File: config.mk
export PLATFORM = sky130hd
export DESIGN_NAME = poe_port_seq
export DESIGN_NICKNAME = d
export VERILOG_FILES = /design/src/rtl/poe_seq_pkg.sv /design/src/rtl/seq_timer.sv /design/src/rtl/port_fsm.sv /design/src/rtl/poe_port_seq.sv
export SDC_FILE = /design/constraint.sdc
export NUM_CORES = 1
export LEC_CHECK = 0
export BUFFER_PORTS_ARGS = -buffer_cell sky130_fd_sc_hd__buf_2
export CORE_AREA = 4 4 175 160
export DETAILED_ROUTE_END_ITERATION = 6
export DIE_AREA = 0 0 179 164
export SETUP_SLACK_MARGIN = 0.4
export SYNTH_ARGS = -nofsm -noshare
export SYNTH_HDL_FRONTEND = slang
export SYNTH_SLANG_ARGS = --single-unit
File: constraint.sdc
create_clock -name clk -period 11.3 [get_ports clk]
set_input_delay 2.26 -clock clk [delete_from_list [all_inputs] [get_ports clk]]
set_output_delay 2.26 -clock clk [all_outputs]
set_load 0.03 [all_outputs]
File: src/rtl/poe_seq_pkg.sv
package poe_seq_pkg;

  typedef enum logic [1:0] {
    MODE_OFF  = 2'b00,
    MODE_MAN  = 2'b01,
    MODE_SEMI = 2'b10,
    MODE_AUTO = 2'b11
  } port_mode_e;

  typedef enum logic [2:0] {
    ST_IDLE, ST_DET, ST_CLS, ST_WAIT, ST_START, ST_ON
  } port_state_e;

  localparam logic [2:0] DSTAT_NONE = 3'b000;
  localparam logic [2:0] DSTAT_OK   = 3'b001;
  localparam logic [2:0] DSTAT_BAD  = 3'b010;

  // Window length: base count doubled per select step.
  function automatic int unsigned scaled_ticks(int unsigned base, logic [1:0] sel);
    return base << sel;
  endfunction

endpackage

File: src/rtl/seq_timer.sv
module seq_timer #(
  parameter int W = 16
) (
  input  logic         clk,
  input  logic         rst_n,
  input  logic         clr,
  input  logic         en,
  input  logic [W-1:0] limit,
  output logic         done
);
  logic [W-1:0] cnt;

  assign done = en && (cnt == limit - W'(1));

  always_ff @(posedge clk or negedge rst_n) begin
    if (!rst_n)   cnt <= '0;
    else if (clr) cnt <= '0;
    else if (en)  cnt <= cnt + W'(1);
  end

  // a running window never passes its programmed length
  assert_timer_in_window_R7: assert property (@(posedge clk) disable iff (!rst_n)
    en |-> (cnt < limit));

endmodule

File: src/rtl/port_fsm.sv
module port_fsm
  import poe_seq_pkg::*;
#(
  parameter int TW           = 16,
  parameter int DET_CYC      = 6,
  parameter int CLS_CYC      = 3,
  parameter int STARTUP_BASE = 16,
  parameter int FAULT_BASE   = 8
) (
  input  logic       clk,
  input  logic       rst_n,
  input  logic [1:0] mode,
  input  logic       det_en,
  input  logic       cls_en,
  input  logic       det_push,
  input  logic       cls_push,
  input  logic       pwr_on,
  input  logic [1:0] start_sel,
  input  logic [1:0] fault_sel,
  input  logic       det_ok,
  input  logic [2:0] cls_code,
  input  logic       ilim,
  input  logic       pgood_in,
  input  logic       load_gone,
  output logic       pwr_en,
  output logic       pg,
  output logic [2:0] det_stat,
  output logic [2:0] cls_stat,
  output logic       ev_maxi,
  output logic       ev_disc,
  output logic       ev_sfail
);
  port_state_e state, nxt;
  port_mode_e  md;
  logic det_pend, cls_pend, armed;
  logic det_go, cls_go, is_off, power_ok;
  logic phase_en, phase_clr, phase_done;
  logic fault_en, fault_done;
  logic det_end, cls_end, start_end;
  logic [TW-1:0] phase_lim, fault_lim;

  assign md       = port_mode_e'(mode);
  assign is_off   = (md == MODE_OFF);
  assign det_go   = det_push | det_pend;
  assign cls_go   = cls_push | cls_pend;
  assign power_ok = pgood_in & ~ilim;

  // Where a port goes once it has a valid signature and class
  function automatic port_state_e after_ready(port_mode_e m);
    case (m)
      MODE_AUTO: return ST_START;
      MODE_SEMI: return ST_WAIT;
      default:   return ST_IDLE;
    endcase
  endfunction

  always_comb begin
    case (state)
      ST_DET:   phase_lim = TW'(DET_CYC);
      ST_CLS:   phase_lim = TW'(CLS_CYC);
      ST_START: phase_lim = TW'(scaled_ticks(STARTUP_BASE, start_sel));
      default:  phase_lim = '1;
    endcase
  end
  assign fault_lim = TW'(scaled_ticks(FAULT_BASE, fault_sel));

  assign phase_en  = state inside {ST_DET, ST_CLS, ST_START};
  assign phase_clr = (nxt != state);
  assign fault_en  = (state == ST_ON) & ilim;

  seq_timer #(.W(TW)) u_phase (
    .clk(clk), .rst_n(rst_n), .clr(phase_clr), .en(phase_en),
    .limit(phase_lim), .done(phase_done));

  seq_timer #(.W(TW)) u_fault (
    .clk(clk), .rst_n(rst_n), .clr(~fault_en), .en(fault_en),
    .limit(fault_lim), .done(fault_done));

  assign det_end   = (state == ST_DET)   & phase_done & ~is_off;
  assign cls_end   = (state == ST_CLS)   & phase_done & ~is_off;
  assign start_end = (state == ST_START) & phase_done & ~is_off;

  always_comb begin
    nxt = state;
    case (state)
      ST_IDLE:
        if (md == MODE_MAN)
          nxt = det_go ? ST_DET : cls_go ? ST_CLS : pwr_on ? ST_START : ST_IDLE;
        else if (!is_off)
          nxt = det_en ? ST_DET : cls_en ? ST_CLS : ST_IDLE;
      ST_DET:
        if (phase_done) begin
          if (md == MODE_MAN) nxt = cls_go ? ST_CLS : ST_IDLE;
          else if (!det_ok)   nxt = ST_IDLE;
          else if (cls_en)    nxt = ST_CLS;
          else                nxt = after_ready(md);
        end
      ST_CLS:
        if (phase_done) nxt = armed ? after_ready(md) : ST_IDLE;
      ST_WAIT:
        if (md != MODE_SEMI) nxt = ST_IDLE;
        else if (pwr_on)     nxt = ST_START;
      ST_START:
        if (phase_done) nxt = power_ok ? ST_ON : ST_IDLE;
      ST_ON:
        if (fault_done || load_gone) nxt = ST_IDLE;
      default: nxt = ST_IDLE;
    endcase
    if (is_off) nxt = ST_IDLE;
  end

  always_ff @(posedge clk or negedge rst_n) begin
    if (!rst_n) begin
      state    <= ST_IDLE;
      armed    <= 1'b0;
      det_pend <= 1'b0;
      cls_pend <= 1'b0;
      det_stat <= DSTAT_NONE;
      cls_stat <= 3'b000;
      ev_maxi  <= 1'b0;
      ev_disc  <= 1'b0;
      ev_sfail <= 1'b0;
    end else begin
      state    <= nxt;
      armed    <= (nxt == ST_IDLE) ? 1'b0 : (armed | (det_end & det_ok));
      det_pend <= (md == MODE_MAN) & det_go & ~(nxt == ST_DET && state != ST_DET);
      cls_pend <= (md == MODE_MAN) & cls_go & ~(nxt == ST_CLS && state != ST_CLS);
      if (det_end) det_stat <= det_ok ? DSTAT_OK : DSTAT_BAD;
      if (cls_end) cls_stat <= cls_code;
      ev_maxi  <= (state == ST_ON) & fault_done & ~is_off;
      ev_disc  <= (state == ST_ON) & load_gone & ~fault_done & ~is_off;
      ev_sfail <= start_end & ~power_ok;
    end
  end

  assign pwr_en = state inside {ST_START, ST_ON};
  assign pg     = (state == ST_ON);

  assert_off_mode_unpowered_R6: assert property (@(posedge clk) disable iff (!rst_n)
    is_off |=> (!pwr_en && !pg && !ev_maxi && !ev_disc && !ev_sfail));

  assert_semi_needs_strobe_R4: assert property (@(posedge clk) disable iff (!rst_n)
    ($rose(pwr_en) && $past(md) == MODE_SEMI) |-> $past(pwr_on));

  assert_pg_needs_good_output_R7: assert property (@(posedge clk) disable iff (!rst_n)
    $rose(pg) |-> ($past(pgood_in) && !$past(ilim)));

  assert_maxi_after_overcurrent_R8: assert property (@(posedge clk) disable iff (!rst_n)
    ev_maxi |-> ($past(ilim) && !pwr_en));

  assert_disc_after_removal_R9: assert property (@(posedge clk) disable iff (!rst_n)
    ev_disc |-> ($past(load_gone) && !pwr_en && !ev_maxi));

endmodule

File: src/rtl/poe_port_seq.sv
module poe_port_seq #(
  parameter int NPORTS       = 4,
  parameter int TW           = 16,
  parameter int DET_CYC      = 6,
  parameter int CLS_CYC      = 3,
  parameter int STARTUP_BASE = 16,
  parameter int FAULT_BASE   = 8
) (
  input  logic                  clk,
  input  logic                  rst_n,
  input  logic [2*NPORTS-1:0]   mode,
  input  logic [NPORTS-1:0]     det_en,
  input  logic [NPORTS-1:0]     cls_en,
  input  logic [NPORTS-1:0]     det_push,
  input  logic [NPORTS-1:0]     cls_push,
  input  logic [NPORTS-1:0]     pwr_on,
  input  logic [1:0]            start_sel,
  input  logic [1:0]            fault_sel,
  input  logic [NPORTS-1:0]     det_ok,
  input  logic [3*NPORTS-1:0]   cls_code,
  input  logic [NPORTS-1:0]     ilim,
  input  logic [NPORTS-1:0]     pgood_in,
  input  logic [NPORTS-1:0]     load_gone,
  output logic [NPORTS-1:0]     pwr_en,
  output logic [NPORTS-1:0]     pg,
  output logic [3*NPORTS-1:0]   det_stat,
  output logic [3*NPORTS-1:0]   cls_stat,
  output logic [NPORTS-1:0]     ev_maxi,
  output logic [NPORTS-1:0]     ev_disc,
  output logic [NPORTS-1:0]     ev_sfail
);
  for (genvar p = 0; p < NPORTS; p++) begin : g_port
    port_fsm #(
      .TW(TW), .DET_CYC(DET_CYC), .CLS_CYC(CLS_CYC),
      .STARTUP_BASE(STARTUP_BASE), .FAULT_BASE(FAULT_BASE)
    ) u_port (
      .clk(clk), .rst_n(rst_n),
      .mode(mode[2*p +: 2]),
      .det_en(det_en[p]), .cls_en(cls_en[p]),
      .det_push(det_push[p]), .cls_push(cls_push[p]), .pwr_on(pwr_on[p]),
      .start_sel(start_sel), .fault_sel(fault_sel),
      .det_ok(det_ok[p]), .cls_code(cls_code[3*p +: 3]),
      .ilim(ilim[p]), .pgood_in(pgood_in[p]), .load_gone(load_gone[p]),
      .pwr_en(pwr_en[p]), .pg(pg[p]),
      .det_stat(det_stat[3*p +: 3]), .cls_stat(cls_stat[3*p +: 3]),
      .ev_maxi(ev_maxi[p]), .ev_disc(ev_disc[p]), .ev_sfail(ev_sfail[p])
    );
  end
endmodule

==> After elaboration in Yosys (flattened, before gate mapping) <==
Cells that the tools add are included.
{ "totals": {"regBits": 188, "inputBits": 62, "out_inout_bits": 44, "word_cells": 387} }
{ "op_classes": {"n_addsub": 13, "n_eq_ne": 64, "shifts": 2, "muxes": 108, "bitwise": 112, "n_reduce_logical": 44} }
{ "ops": {"columns": ["cell", "count"], "rows": [
  ["3-bit 2-to-1 mux", 68],
  ["16-bit 2-to-1 mux", 12],
  ["16-bit one-hot mux with 3 select lines", 4],
  ["16-bit by 1-bit adder with 16-bit output (second input constant)", 8],
  ["16-bit == test", 8],
  ["16-bit by 1-bit subtractor with 16-bit output (second input constant)", 5],
  ["1-bit AND", 76],
  ["3-bit one-hot mux with 6 select lines", 4],
  ["3-bit by 2-bit == test with 1-bit output (second input constant)", 12],
  ["3-bit by 1-bit == test with 1-bit output (second input constant)", 8],
  ["3-bit == test (second input constant)", 8],
  ["3-bit logical NOT", 8],
  ["2-bit 2-to-1 mux", 12],
  ["1-bit inverter", 24],
  ["3-bit one-hot mux with 2 select lines", 4],
  ["2-bit == test (second input constant)", 8],
  ["1-bit logical AND", 16],
  ["2-bit nonzero test", 8],
  ["4-bit by 2-bit << shifter with 16-bit output (first input constant)", 1],
  ["5-bit by 2-bit << shifter with 16-bit output (first input constant)", 1],
  ["3-bit by 1-bit != test with 1-bit output (second input constant)", 4],
  ["3-bit by 2-bit != test with 1-bit output (second input constant)", 4],
  ["3-bit != test", 4],
  ["1-bit OR", 12],
  ["other kinds (6)", 24]
]} }

==> Depth between registers and ports, before layout <==
{ "logic_depth": {"word_depth": 12, "mapped_depth": 18} }

==> Modules after synthesis <==
A second synthesis with hierarchy kept.
{ "hier_totals": {"cells_unflattened": 1792, "hier_area_um2": 15124.5} }
{ "modules_own_cells": {"columns": ["module", "instances", "cells_each", "area_each_um2", "seq_area_each_um2"], "rows": [
  ["seq_timer (g_port[0].u_port.u_fault ...)", 6, 162, 1347.5, 400.4],
  ["port_fsm", 4, 123, 1063.5, 350.3],
  ["seq_timer (g_port[3].u_port.u_fault ...)", 2, 164, 1392.6, 400.4]
]} }

==> Least setup slack after synthesis <==
Ideal clock, no wire load.
{ "synth_path": {"path_type": "input -> register", "startpoint": "in fault_sel[0]", "endpoint": "reg g_port[2].u_port.u_phase.cnt[10]", "setup_ps": 121, "arrival_ps": 4673, "required_ps": 11179, "slack_ps": 6505, "cell_stages": 11, "n_path_buf": 2, "cell_sequence": "clkbuf_1 -> xor2_1 -> nor3b_1 -> nor4_1 -> o32ai_1 -> a31o_2 -> a2111o_1 -> nor4_1 -> nand4b_1 -> buf_2 -> nor2_1"} }
{ "synth_between": {"elab_chain_len": 10} }
{ "synth_lines": {"columns": ["element", "line_no", "rtl"], "rows": [
  ["from (decl)", "poe_port_seq.sv:18", "input logic [1:0] fault_sel,"],
  ["4-bit by 2-bit << shifter with 16-bit output *", "poe_seq_pkg.sv:20", "return base << sel;"],
  ["16-bit by 1-bit subtractor with 16-bit output *", "seq_timer.sv:13", "assign done = en && (cnt == limit - W'(1));"],
  ["16-bit == test *", "seq_timer.sv:13", null],
  ["1-bit logical AND *", "seq_timer.sv:13", null],
  ["1-bit logical OR *", "port_fsm.sv:106", "if (fault_done || load_gone) nxt = ST_IDLE;"],
  ["3-bit 2-to-1 mux *", "port_fsm.sv:106", null],
  ["3-bit one-hot mux with 6 select lines *", "port_fsm.sv:85", "case (state)"],
  ["3-bit 2-to-1 mux *", "port_fsm.sv:109", "if (is_off) nxt = ST_IDLE;"],
  ["3-bit != test *", "port_fsm.sv:68", "assign phase_clr = (nxt != state);"],
  ["16-bit 2-to-1 mux / 2-bit nonzero test (equally long branches)", null, null],
  ["to (signal assigned)", "seq_timer.sv:18", "else if (en) cnt <= cnt + W'(1);"],
  ["to (decl)", "seq_timer.sv:11", "logic [W-1:0] cnt;"]
]} }
Mark *: on every way between the ends. The rest lies on a longest branch, timed or not.
A chain may end at the register's enable or synchronous reset.

==> Worst setup path in the final report <==
{ "layout_path": {"startpoint": "in ilim[2]", "endpoint": "reg g_port[2].u_port.u_phase.cnt[5]"} }
{ "layout_between": {"elab_chain_len": 8} }
{ "layout_lines": {"columns": ["element", "line_no", "rtl"], "rows": [
  ["from (decl)", "poe_port_seq.sv:21", "input logic [NPORTS-1:0] ilim,"],
  ["1-bit inverter / 1-bit AND (equally long branches)", "port_fsm.sv:46, port_fsm.sv:69", null],
  ["1-bit AND / 1-bit logical AND (equally long branches)", "port_fsm.sv:46, seq_timer.sv:13", null],
  ["3-bit 2-to-1 mux / 1-bit logical OR (equally long branches)", "port_fsm.sv:104, port_fsm.sv:106", null],
  ["3-bit 2-to-1 mux, on equally long branches", "port_fsm.sv:104, port_fsm.sv:106", null],
  ["3-bit one-hot mux with 6 select lines *", "port_fsm.sv:85", null],
  ["3-bit 2-to-1 mux *", "port_fsm.sv:109", null],
  ["3-bit != test *", "port_fsm.sv:68", null],
  ["16-bit 2-to-1 mux / 2-bit nonzero test (equally long branches)", null, null]
]} }
Marked as above.

==> results.toml <==
[cts]
cts_sinks = 184
root_buffer = "clkbuf_16"
cts_buffers = 17
tritoncts = "built"
cts.repair.resized = 0
clk_pin_slew_ns = 0.07
post_cts_buffers = 0
clk_latency_ns = 0.44
cts-hold-fix-buffers = 0
htree_levels = 4
clock_path_buffers = 2

[global_routing]
grt_start_max_net_pins = 113
grt_pass1_vias = 9163
overflow = 0
grt_pass1_wl_mm = 46.17
antenna_found_initial = 0
gr-usage-all-layers_pct = 19.15

[routing]
dr_total_vias = 9478
wl_mm = 27.55
drt-initial-drc-count = 713
firstDrtPassIters = 5
post_drt_wl_per_cell_microns = 15.86
drc = 0
ant_nets = 0
routed_via_density = 5.457

[synthesis]
syn_inst = 1328
synth_top_family_by_area = "simple AND/OR/NAND/NOR gates"
yosys.area_share.simple_pct = 28.49
ys_async_sr_fraction_pct = 100.0
synth_compound_area_share_pct = 11.79
yosysWarnings = 0
synth_mux_area_share_pct = 2.296
synth_area_sq_um = 11660
syn_area_per_cell_sq_um = 8.783
synthFlopType = "dfrtp_1"
ys_ff_latch = 184
seq_area_frac_synth_pct = 39.48
synthAdderAreaFrac_pct = 1.802
synth_cell_types = 87
synth_xor_xnor_area_share_pct = 11.35
synth_edf_count = 0

[sta]
finalMaxSlewViolations = 0
worst_pin_slew_ns = 0.9099
final_hold_viol_count = 0
finalCritPeriodShare_pct = 47.66
setup-tns-final_ns = 0
maxSlewHeadroom_pct = 38.78
rsz0062_at_grt = "no"
timing.final.crit_period_ns = 5.386
fin_hold_ws_ns = 0.4502
final-setup-viol-count = 0
skew_ns = 0.009852
max_freq_mhz = 185.7

[setup_path]
rr_worst_depth = 13
cp_top_family = "simple AND/OR/NAND/NOR gates"
critical-path-slowest-cell = "nor4_1"
critPathMaxStageDelay_ns = 0.96
critPathKind = "in -> reg"
cp_cell_sequence = "buf_2 > nand3_1 > nor4_1 > o32ai_1 > a31o_2 > a2111o_1 > nor4_1 > nand4b_1 > nor2_1"
cp_num_buf_inv = 1
worstPathRequired_ns = 11.59
r2r_start = "g_port[1].u_port.state[2]"
worstReg2RegEnd = "g_port[1].u_port.u_phase.cnt[12]"
start_kind = "input pin"
cp-end-kind = "flop"
worstSetupPathDepth = 9
reg2reg_slack_ns = 6.10
crit_top_cell = "nor4_1"
cp_max_fo = 16
crit_arrival_ns = 5.68

[cells_and_area]
design_area_sq_um = 12870
drive_gt1_share_pct = 13.39
utilization_pct = 49.53
regArea_sq_um = 4604
fillCellCount = 2521
num_antenna_cells = 0
nets = 1454
multiInputGateArea_sq_um = 6515
synthToLayoutAreaGrowth_pct = 10.38

[die]
die_h_microns = 164
die-area_sq_um = 29360
initial_core_util_pct = 44.87
die_x_microns = 179
rows = 56
ioPinCount = 106
core_sq_um = 25990

[power_and_ir_drop]
power.density_nw_per_um2 = 160.7
p_leak_uw = 0.005795
peakVddDrop_mv = 0.09514

[placed_design]
gp_congestion = 0.8961
post_dp_cell_area_sq_um = 12250
post-dp-hpwl_mm = 19.72
portBuffers = 101

[worst_hold_path]
hp-start = "g_port[3].u_port.u_fault.cnt[0]"
hold_depth = 1
holdCritPathClass = "reg -> reg"
holdPathEnd = "g_port[3].u_port.u_fault.cnt[0]"

[status]
status = "finished clean"

[run]
max_cap_viol_count = 0
==> metrics by stage <==
step	setup slack, ns	total power, uW	instances
finish	5.914	2069	1737
global route	5.630	2204	1737
CTS	5.897	2091	1737
detailed placement	5.432	1449	1705
global placement	5.596	1448	1705
floorplan	6.505	1291	1331
==> sequential cells by signal (all words and copies together), names as in the netlist <==
signal and cells:
g_port.u_port.u_fault.cnt 64, g_port.u_port.armed 4, g_port.u_port.det_pend 4, g_port.u_port.u_phase.cnt 64
g_port.u_port.ev_disc 4, g_port.u_port.ev_maxi 4, g_port.u_port.cls_pend 4, g_port.u_port.ev_sfail 4
g_port.u_port.det_stat 8, g_port.u_port.cls_stat 12, g_port.u_port.state 12
==> routing by layer <==
metal	global-route usage (%)	vias up	share of wire (%)
li1	-	4744	-
met1	28.25	4498	50
met2	29.38	210	45
met3	3.268	26	4.4
met4	4.709	0	1.2
met5	0	-	0
==> power breakdown <==
part | switching (uW) | internal, uW
logic | 407 | 262
clock network | 287 | 343
registers | 82.5 | 687
==> cells in the mapped netlist, drive strengths merged, types with 13 or more instances <==
cell type / n / area [sq um]
ha: 16 / 200.2
a31oi: 13 / 81.33
mux2: 14 / 157.7
buf: 36 / 251.5
and2: 19 / 118.9
nor3: 27 / 140.1
nor2: 190 / 713.2
or3: 14 / 87.58
nand3: 51 / 255.2
nand2: 107 / 401.6
nand4: 24 / 150.1
inv: 36 / 135.1
nor4: 22 / 143.9
dfrtp: 184 / 4604
nand2b: 28 / 175.2
xnor2: 62 / 543.0
o21ai: 46 / 234.0
a21oi: 42 / 210.2
clkbuf: 45 / 168.9
xor2: 84 / 735.7
and3: 42 / 262.8
nand3b: 14 / 105.1
nor2b: 25 / 156.4
==> layout make-up <==
cell class | count | share of cell area [%]
Multi-Input combinational cell | 1030 | 50.60
Sequential cell | 184 | 35.76
Timing Repair Buffer | 107 | 4.344
Clock buffer | 18 | 3.411
Tap cell | 348 | 3.382
Clock inverter | 14 | 1.448
Inverter | 36 | 1.050
==> placed cells by master, fill, tap and decap left out, drive strengths merged, types with 10 or more instances in the layout <==
cell / count
a21oi: 42
a31oi: 13
and2: 19
and3: 42
buf: 106
clkbuf: 19
dfrtp: 184
ha: 16
inv: 41
mux2: 14
mux2i: 11
nand2: 107
nand2b: 28
nand3: 51
nand3b: 14
nand4: 24
nor2: 190
nor2b: 25
nor3: 27
nor3b: 12
nor4: 22
o211ai: 10
o21ai: 46
o22ai: 11
or3: 14
or3b: 12
xnor2: 62
xor2: 84
==> worst reg2reg max path, stage by stage, from the launching register on <==
cell	delay (ns)
dfrtp_1	0.76
or3b_2	0.58
inv_1	0.22
ha_1	0.34
ha_1	0.28
nor2b_1	0.18
xnor2_1	0.14
nand4_1	0.10
or4_1	0.52
or4_1	0.51
a221o_1	0.41
nor4b_2	0.35
or4b_1	0.56
nor2_1	0.12
==> worst max-delay path by stage <==
stage / from / to / slack, ns
2_1_floorplan: fault_sel[0] / g_port[2].u_port.u_phase.cnt[10] / 6.51
3_3_place_gp: ilim[2] / g_port[2].u_port.u_phase.cnt[10] / 5.60
3_5_place_dp: ilim[2] / g_port[2].u_port.u_phase.cnt[5] / 5.43
4_1_cts: ilim[2] / g_port[2].u_port.u_phase.cnt[5] / 5.90
5_1_grt: g_port[2].u_port.state[2] / g_port[2].u_port.u_phase.cnt[5] / 5.63
6_report: ilim[2] / g_port[2].u_port.u_phase.cnt[5] / 5.91
==> cell families after synthesis <==
logic type / count (synthesis)
other: 1
AOI/OAI and AO/OA: 203
buffers and inverters: 117
and+or+nand+nor: 633
xor gates and xnor gates: 148
adders and majority gates: 17
DFF: 184
muxes: 25
Note: power is estimated with default switching activity, not from simulation.
